File: src/rtl/wdt_pkg.sv
package wdt_pkg;
  localparam int unsigned ADDR_W = 4;
  localparam int unsigned DATA_W = 32;

  localparam logic [ADDR_W-1:0] OFS_CTRL  = 4'h0;
  localparam logic [ADDR_W-1:0] OFS_RELD  = 4'h4;
  localparam logic [ADDR_W-1:0] OFS_KEY   = 4'h8;
  localparam logic [ADDR_W-1:0] OFS_COUNT = 4'hC;

  localparam logic [7:0] KEY_FIRST  = 8'hAA;
  localparam logic [7:0] KEY_SECOND = 8'h55;

  typedef struct packed {
    logic flag;
    logic rst_en;
    logic en;
  } ctrl_t;
endpackage

File: src/rtl/wdt_prescale.sv
module wdt_prescale #(
  parameter int unsigned DIV = 4
) (
  input  logic clk,
  input  logic rst_n,
  input  logic run,
  input  logic clr,
  input  logic pulse,
  output logic tick
);
  localparam int unsigned PW = (DIV > 1) ? $clog2(DIV) : 1;
  localparam logic [PW-1:0] LAST = PW'(DIV - 1);

  logic [PW-1:0] cnt_q, cnt_d;

  assign tick = run && pulse && (cnt_q == LAST);

  always_comb begin
    cnt_d = cnt_q;
    if (clr)
      cnt_d = '0;
    else if (run && pulse)
      cnt_d = (cnt_q == LAST) ? '0 : cnt_q + 1'b1;
  end

  always_ff @(posedge clk or negedge rst_n) begin
    if (!rst_n) cnt_q <= '0;
    else        cnt_q <= cnt_d;
  end
endmodule

File: src/rtl/wdt_key_check.sv
module wdt_key_check
  import wdt_pkg::*;
(
  input  logic       clk,
  input  logic       rst_n,
  input  logic       wr_en,
  input  logic       is_key,
  input  logic [7:0] wbyte,
  output logic       key_ok,
  output logic       key_bad
);
  logic pend_q, pend_d;

  assign key_ok  = wr_en && pend_q && is_key && (wbyte == KEY_SECOND);
  assign key_bad = wr_en && pend_q && !key_ok;

  always_comb begin
    pend_d = pend_q;
    if (wr_en)
      pend_d = !pend_q && is_key && (wbyte == KEY_FIRST);
  end

  always_ff @(posedge clk or negedge rst_n) begin
    if (!rst_n) pend_q <= 1'b0;
    else        pend_q <= pend_d;
  end
endmodule

File: src/rtl/wdt_down_count.sv
module wdt_down_count #(
  parameter int unsigned         CNT_W   = 24,
  parameter logic [CNT_W-1:0]    RST_VAL = 24'hFF
) (
  input  logic             clk,
  input  logic             rst_n,
  input  logic             tick,
  input  logic             load,
  input  logic [CNT_W-1:0] load_val,
  output logic [CNT_W-1:0] count,
  output logic             expire
);
  logic [CNT_W-1:0] cnt_q, cnt_d;

  assign count  = cnt_q;
  assign expire = tick && (cnt_q == '0);

  always_comb begin
    cnt_d = cnt_q;
    if (load)      cnt_d = load_val;
    else if (tick) cnt_d = cnt_q - 1'b1;
  end

  always_ff @(posedge clk or negedge rst_n) begin
    if (!rst_n) cnt_q <= RST_VAL;
    else        cnt_q <= cnt_d;
  end
endmodule

File: src/rtl/wdt_guard.sv
module wdt_guard
  import wdt_pkg::*;
#(
  parameter int unsigned CNT_W    = 24,
  parameter int unsigned DIV      = 4,
  parameter int unsigned RELD_MIN = 255
) (
  input  logic              clk,
  input  logic              rst_n,
  input  logic              wclk_en,
  input  logic [ADDR_W-1:0] addr,
  input  logic [DATA_W-1:0] wdata,
  input  logic              wr_en,
  output logic [DATA_W-1:0] rd_data,
  output logic              wd_reset
);
  localparam logic [CNT_W-1:0] FLOOR = CNT_W'(RELD_MIN);

  ctrl_t            ctrl_q, ctrl_d;
  logic             armed_q, armed_d;
  logic [CNT_W-1:0] reld_q, reld_d;
  logic             rst_q;
  logic             tick, key_ok, key_bad, expire, fire, load;
  logic [CNT_W-1:0] count;

  wire wr_ctrl = wr_en && (addr == OFS_CTRL);
  wire wr_reld = wr_en && (addr == OFS_RELD);
  wire is_key  = (addr == OFS_KEY);

  wdt_key_check u_key (
    .clk(clk), .rst_n(rst_n), .wr_en(wr_en), .is_key(is_key),
    .wbyte(wdata[7:0]), .key_ok(key_ok), .key_bad(key_bad)
  );

  wdt_prescale #(.DIV(DIV)) u_pre (
    .clk(clk), .rst_n(rst_n), .run(armed_q), .clr(key_ok),
    .pulse(wclk_en), .tick(tick)
  );

  assign fire = (armed_q && key_bad) || (expire && ctrl_q.rst_en);
  assign load = key_ok || fire || expire;

  wdt_down_count #(.CNT_W(CNT_W), .RST_VAL(FLOOR)) u_cnt (
    .clk(clk), .rst_n(rst_n), .tick(tick), .load(load),
    .load_val(reld_q), .count(count), .expire(expire)
  );

  always_comb begin
    ctrl_d  = ctrl_q;
    armed_d = armed_q || (key_ok && ctrl_q.en);
    reld_d  = reld_q;
    if (wr_ctrl) begin
      if (armed_q) begin
        ctrl_d.en     = ctrl_q.en     | wdata[0];
        ctrl_d.rst_en = ctrl_q.rst_en | wdata[1];
      end else begin
        ctrl_d.en     = wdata[0];
        ctrl_d.rst_en = wdata[1];
      end
    end
    if (fire) ctrl_d.flag = 1'b1;
    if (wr_reld)
      reld_d = (wdata[CNT_W-1:0] < FLOOR) ? FLOOR : wdata[CNT_W-1:0];
  end

  always_ff @(posedge clk or negedge rst_n) begin
    if (!rst_n) begin
      ctrl_q  <= '0;
      armed_q <= 1'b0;
      reld_q  <= FLOOR;
      rst_q   <= 1'b0;
    end else begin
      ctrl_q  <= ctrl_d;
      armed_q <= armed_d;
      reld_q  <= reld_d;
      rst_q   <= fire;
    end
  end

  assign wd_reset = rst_q;

  always_comb begin
    unique case (addr)
      OFS_CTRL:  rd_data = DATA_W'({ctrl_q.flag, ctrl_q.rst_en, ctrl_q.en});
      OFS_RELD:  rd_data = DATA_W'(reld_q);
      OFS_COUNT: rd_data = DATA_W'(count);
      default:   rd_data = '0;
    endcase
  end
endmodule

File: config.mk
export PLATFORM = sky130hd
export DESIGN_NAME = wdt_guard
export DESIGN_NICKNAME = d
export VERILOG_FILES = /design/src/rtl/wdt_pkg.sv /design/src/rtl/wdt_prescale.sv /design/src/rtl/wdt_key_check.sv /design/src/rtl/wdt_down_count.sv /design/src/rtl/wdt_guard.sv
export SDC_FILE = /design/constraint.sdc
export NUM_CORES = 1
export LEC_CHECK = 0
export ABC_AREA = 1
export BUFFER_PORTS_ARGS = -buffer_cell sky130_fd_sc_hd__buf_2
export CAP_MARGIN = 10
export CORE_MARGIN = 3
export CORE_UTILIZATION = 55
export DETAILED_ROUTE_END_ITERATION = 8
export PLACE_DENSITY = 0.8
export SLEW_MARGIN = 30
export SYNTH_ARGS = -nofsm -noshare
export SYNTH_HDL_FRONTEND = slang
export SYNTH_SLANG_ARGS = --single-unit
File: constraint.sdc
create_clock -name clk -period 2.5 [get_ports clk]
set_input_delay 0.25 -clock clk [delete_from_list [all_inputs] [get_ports clk]]
set_output_delay 0.25 -clock clk [all_outputs]
set_load 0.01 [all_outputs]
# Word level (Yosys, flattened, before mapping)
# Cells that the tools add are included.
dict set report totals {
  reg_bits 56
  inputBits 40
}
dict set report op_classes {
  addsub 2
  reduce_logical 24
  n_eq_ne 6
  bitwise_logic 2
  mux 8
  n_lt_le_gt_ge 1
}
# op count
set ops {}
lappend ops {{24-bit two-way mux} 3}
lappend ops {{24-bit case mux with 3 select lines} 1}
lappend ops {{24-bit zero test} 1}
lappend ops {{24-bit by 8-bit < comparator with 1-bit output, second input constant} 1}
lappend ops {{24-bit by 1-bit subtractor with 24-bit output, second input constant} 1}
lappend ops {{1-bit logical AND} 14}
lappend ops {{4-bit equality test, second input constant} 2}
lappend ops {{8-bit by 7-bit equality test with 1-bit output, second input constant} 1}
lappend ops {{8-bit equality test, second input constant} 1}
lappend ops {{2-bit two-way mux} 4}
lappend ops {{4-bit by 3-bit equality test with 1-bit output, second input constant} 1}
lappend ops {{4-bit zero test} 1}
lappend ops {{1-bit logical OR} 4}
lappend ops {{2-bit nonzero test} 2}
lappend ops {{2-bit by 1-bit adder with 2-bit output, second input constant} 1}
lappend ops {{2-bit equality test, second input constant} 1}
lappend ops {{1-bit zero test} 2}
lappend ops {{1-bit OR} 2}

# Longest topological paths before layout
dict set report depth {
  word_depth 10
  depth_mapped 12
}

# Cells and area by module
# From an unflattened synthesis, not the netlist that was laid out.
dict set report hier_totals {
  hier_cells 515
  hier_area_um2 3647.2
}
# mod cells_per_inst area_per_inst_um2 n_inst seq_area_each_um2
set modules_own_cells {}
lappend modules_own_cells {wdt_down_count 239 1722.9 1 610.6}
lappend modules_own_cells {wdt_guard 233 1676.6 1 735.7}
lappend modules_own_cells {wdt_key_check 28 132.6 1 25.0}
lappend modules_own_cells {wdt_prescale 15 115.1 1 50.0}

# Least setup slack after synthesis
# Ideal clock, no wire load.
dict set report synth_path {
  path_kind {reg2reg}
  from {register u_cnt.cnt_q[0], in the netlist u_cnt.count[0]}
  to {register u_cnt.cnt_q[11], in the netlist u_cnt.count[11]}
  required_ns 2.374
  arrival_ns 1.492
  stages_incl_launch_ff 12
  slack_ns 0.882
  path_buffers 1
  setup_ns 0.126
  cell_sequence {dfstp_2 inv_1 ha_1 nand2_1 nor2_1 nand3_2 nor2_8 nor2_8 inv_4 buf_6 nand2_1 nand3_1}
}
dict set report synth_between {
  elab_chain_len 7
  word_cells_on_any_way 10
  cone_classes {add/sub: 1; mux: 2; reduce/logical: 7}
}
# element line_no
set synth_lines {}
lappend synth_lines {{from (decl)} wdt_down_count.sv:13} ;# logic [CNT_W-1:0] cnt_q, cnt_d;
lappend synth_lines {{from (signal assigned)} wdt_down_count.sv:26} ;# else cnt_q <= cnt_d;
lappend synth_lines {{branches (longest 7 deep; another with 24-bit by 1-bit subtractor with 24-bit output)} -}
# Parallel ways; which one is timed is not known. The select of a mux whose other input is x is not followed.
# A chain may end at the register's enable or synchronous reset.

# Final worst setup path
dict set report layout_path {
  from {register u_cnt.cnt_q[0], in the netlist u_cnt.count[0]}
  to {register u_cnt.cnt_q[17], in the netlist u_cnt.count[17]}
}
# The elaborated chain is that of the path after synthesis.

==> metrics.txt <==
total iterations of the first detailed-routing run 5; Synth area leaders dfrtp_1 (27%), nand2_1 (14%), dfstp_2 (11%); Gate Count Post-Synth roughly 520; Tightest Pin Transition ~700 ps; Remaining DRCs 0; maximum vdd drop 533.0 uV; Max transition margin between 50% and 60%; Layout area overhead 11.90%; wire length reported by the detailed router between 9000 and 10000 um; classification of the worst-slack hold path in2reg; Antenna Diode Count 0; worst hold path cell count 3; maximum fanout along the worst path 27; fraction of the yosys area taken by sequential cells 38.74%; clock tree from TritonCTS built; Total GRT Usage roughly a quarter; crit end category flip-flop; internal reg-to-reg setup slack 490 ps; minimum setup slack after placement 489.7 ps; maximum number of pins on one net before global-route repair 43; commonest cells after routing, fill and taps aside nand2_1 (134), inv_1 (68), nand3_1 (67); share of cells above drive strength 1 around 19%; static leakage around 0.0022 uW; Crit path required time 2760 ps; net count reported at finish 619; Final Skew ~8.9 ps; ratio of routed vias to standard cells about 5.5; CP Launch Type flip-flop; number of synthesized register bits 56; RSZ-0062 raised after global routing false; final weighted congestion in routability-driven placement approximately 0.90; number of antenna violations at the first check in global routing 0; number of maximum-capacitance constraint violations 0; number of hold buffers added after CTS 1; number of levels in the clock H-tree 2; total power 3581 uW; Setup TNS Final 0 ps; final-report max-slew violation count 0; power density normalized to cell area 872.2 nW/um2; worst flop-to-flop path endpoint u_cnt.count[17]$_DFFE_PN0P_; global-route wire length before repair ~16000 um; cell taking the most area after synthesis dfrtp_1; input/output buffers 56; CP arrival between 2000 and 2500 ps; result of the run finished clean; Core Footprint between 6000 and 7000 um2; drt initial violations about 250; worst setup path startpoint u_cnt.count[0]$_DFFE_PN1P_; share of the cycle needed by the critical path after routing between 80% and 90%; Rows 29; DR vias around 3600; final core occ about 64%; FF-to-FF path depth 10; Die Y about 88 um; DRT antenna net count 0; number of unique standard cell types used by synthesis 37; synthesized cell area roughly 3700 um2; clk sink count 56; number of top-level pins 73; number of global-route vias before repair 3393; most common cell after layout, fill and taps aside nand2_1; Critical Setup Path Class reg2reg; mean post-synth cell area 7.028 um2; total count of hold-check failures in the final report 0; startpoint of the most critical hold path wdata[11]; total die area slightly below 8000 um2; CTS max path bufs 2; reg2reg start u_cnt.count[0]$_DFFE_PN1P_; worst-case setup margin in the final layout just under 500 ps; number of CTS-inserted buffers 5; area share of the leading cell type in the synthesized netlist 27.29%; Worst Hold End reld_q[11]$_DFFE_PN0P_; starting density of the core between 50% and 60%; hpwl dp around 7100 um; worst-skew pair later-pin latency about 320 ps; WL/cell ~14 um; Warnings, synthesis 0; # Post-CTS Setup Buffers 0; clk root buf clkbuf_8; upper clock frequency limit approximately 500 MHz; cells resized by post-CTS repair 0; Clock transition at path regs about 100 ps; leftover overflow at the end of global routing 0; number of failing setup endpoints in the final timing report 0; Tmin final approximately 2000 ps; overall die width a little under 90 um
through the flow:
stage	hold slack, ps	area, um2	std cells
floorplan	-45.59	3695	529
global placement	324.0	3974	645
detailed placement	328.7	3974	645
CTS	174.9	4105	654
global route	178.8	4105	654
finish	176.2	4105	654
Yosys cell counts, drive strengths merged:
cell and number:
nor2 63, nor3 2, o221ai 3, nand3 69, conb 1, o21bai 1, clkbuf 7, dfrtp 40
clkinv 1, xor2 8, o22ai 9, a22oi 8, nand2 137, ha 3, and2 1, buf 19
or2 1, o21ai 37, nand4 12, dfstp 16, nor3b 1, a21oi 6, nor4 2, inv 75
worst max-delay path, stage by stage (launching register included):
cell and delay, ps:
dfstp_2 560, inv_1 120, ha_1 220, nand2_1 60, nor2_1 50, nand3_2 110
nor2_8 60, nor2_8 320, buf_4 260, nand3_1 80, nand3_1 90
worst max path at each step:
stage | to | cells after the start | slack [ps]
2_1_floorplan | u_cnt.count[11]$_DFFE_PN0P_ | 11 | 880
3_3_place_gp | u_cnt.count[14]$_DFFE_PN0P_ | 10 | 550
3_5_place_dp | reld_q[3]$_DFFE_PN1P_ | 9 | 490
4_1_cts | u_cnt.count[17]$_DFFE_PN0P_ | 10 | 470
5_1_grt | u_cnt.count[17]$_DFFE_PN0P_ | 10 | 310
6_report | u_cnt.count[17]$_DFFE_PN0P_ | 10 | 490
state kept, by name, indices dropped and copies added (netlist names):
signal        flops
reld_q           24
u_cnt.count      24
ctrl_q            3
u_pre.cnt_q       2
armed_q           1
u_key.pend_q      1
wd_reset          1
per-layer routing:
layer	track usage, %	vias up	share of wire (%)
met3	4.421	15	6.6
met2	42.26	113	47
met4	7.531	0	1.7
met1	35.74	1674	45
met5	0	-	0
li1	-	1774	-
logic make-up (layout without fill, tap and decap cells):
group | count (synthesis) | after routing | synth area share, %
flip-flops | 56 | 56 | 38.74
XOR/XNOR | 8 | 8 | 1.910
buffers and inverters | 102 | 150 | 12.69
other | 1 | 8 | 0.1022
AND/OR/NAND/NOR | 288 | 288 | 35.47
AO/OA/AOI/OAI | 64 | 64 | 10.06
adder cells (fa/ha/maj) | 3 | 3 | 1.023
cell type report:
class                   count  area (um2)
fillers                   580        2317
multi-input cells         371        1808
flip-flops and latches     56        1421
repair buffers             66       370.4
inverters                  76       287.8
well taps                  77       96.34
clock buffers               6       82.58
clock inverters             2       38.79
power breakdown:
group | internal [uW] | switching (uW)
combinational | 492 | 887
sequential | 1250 | 310
clock | 328 | 309
total | 2070 | 1510
No activity file was read; power rests on OpenSTA's default activity.
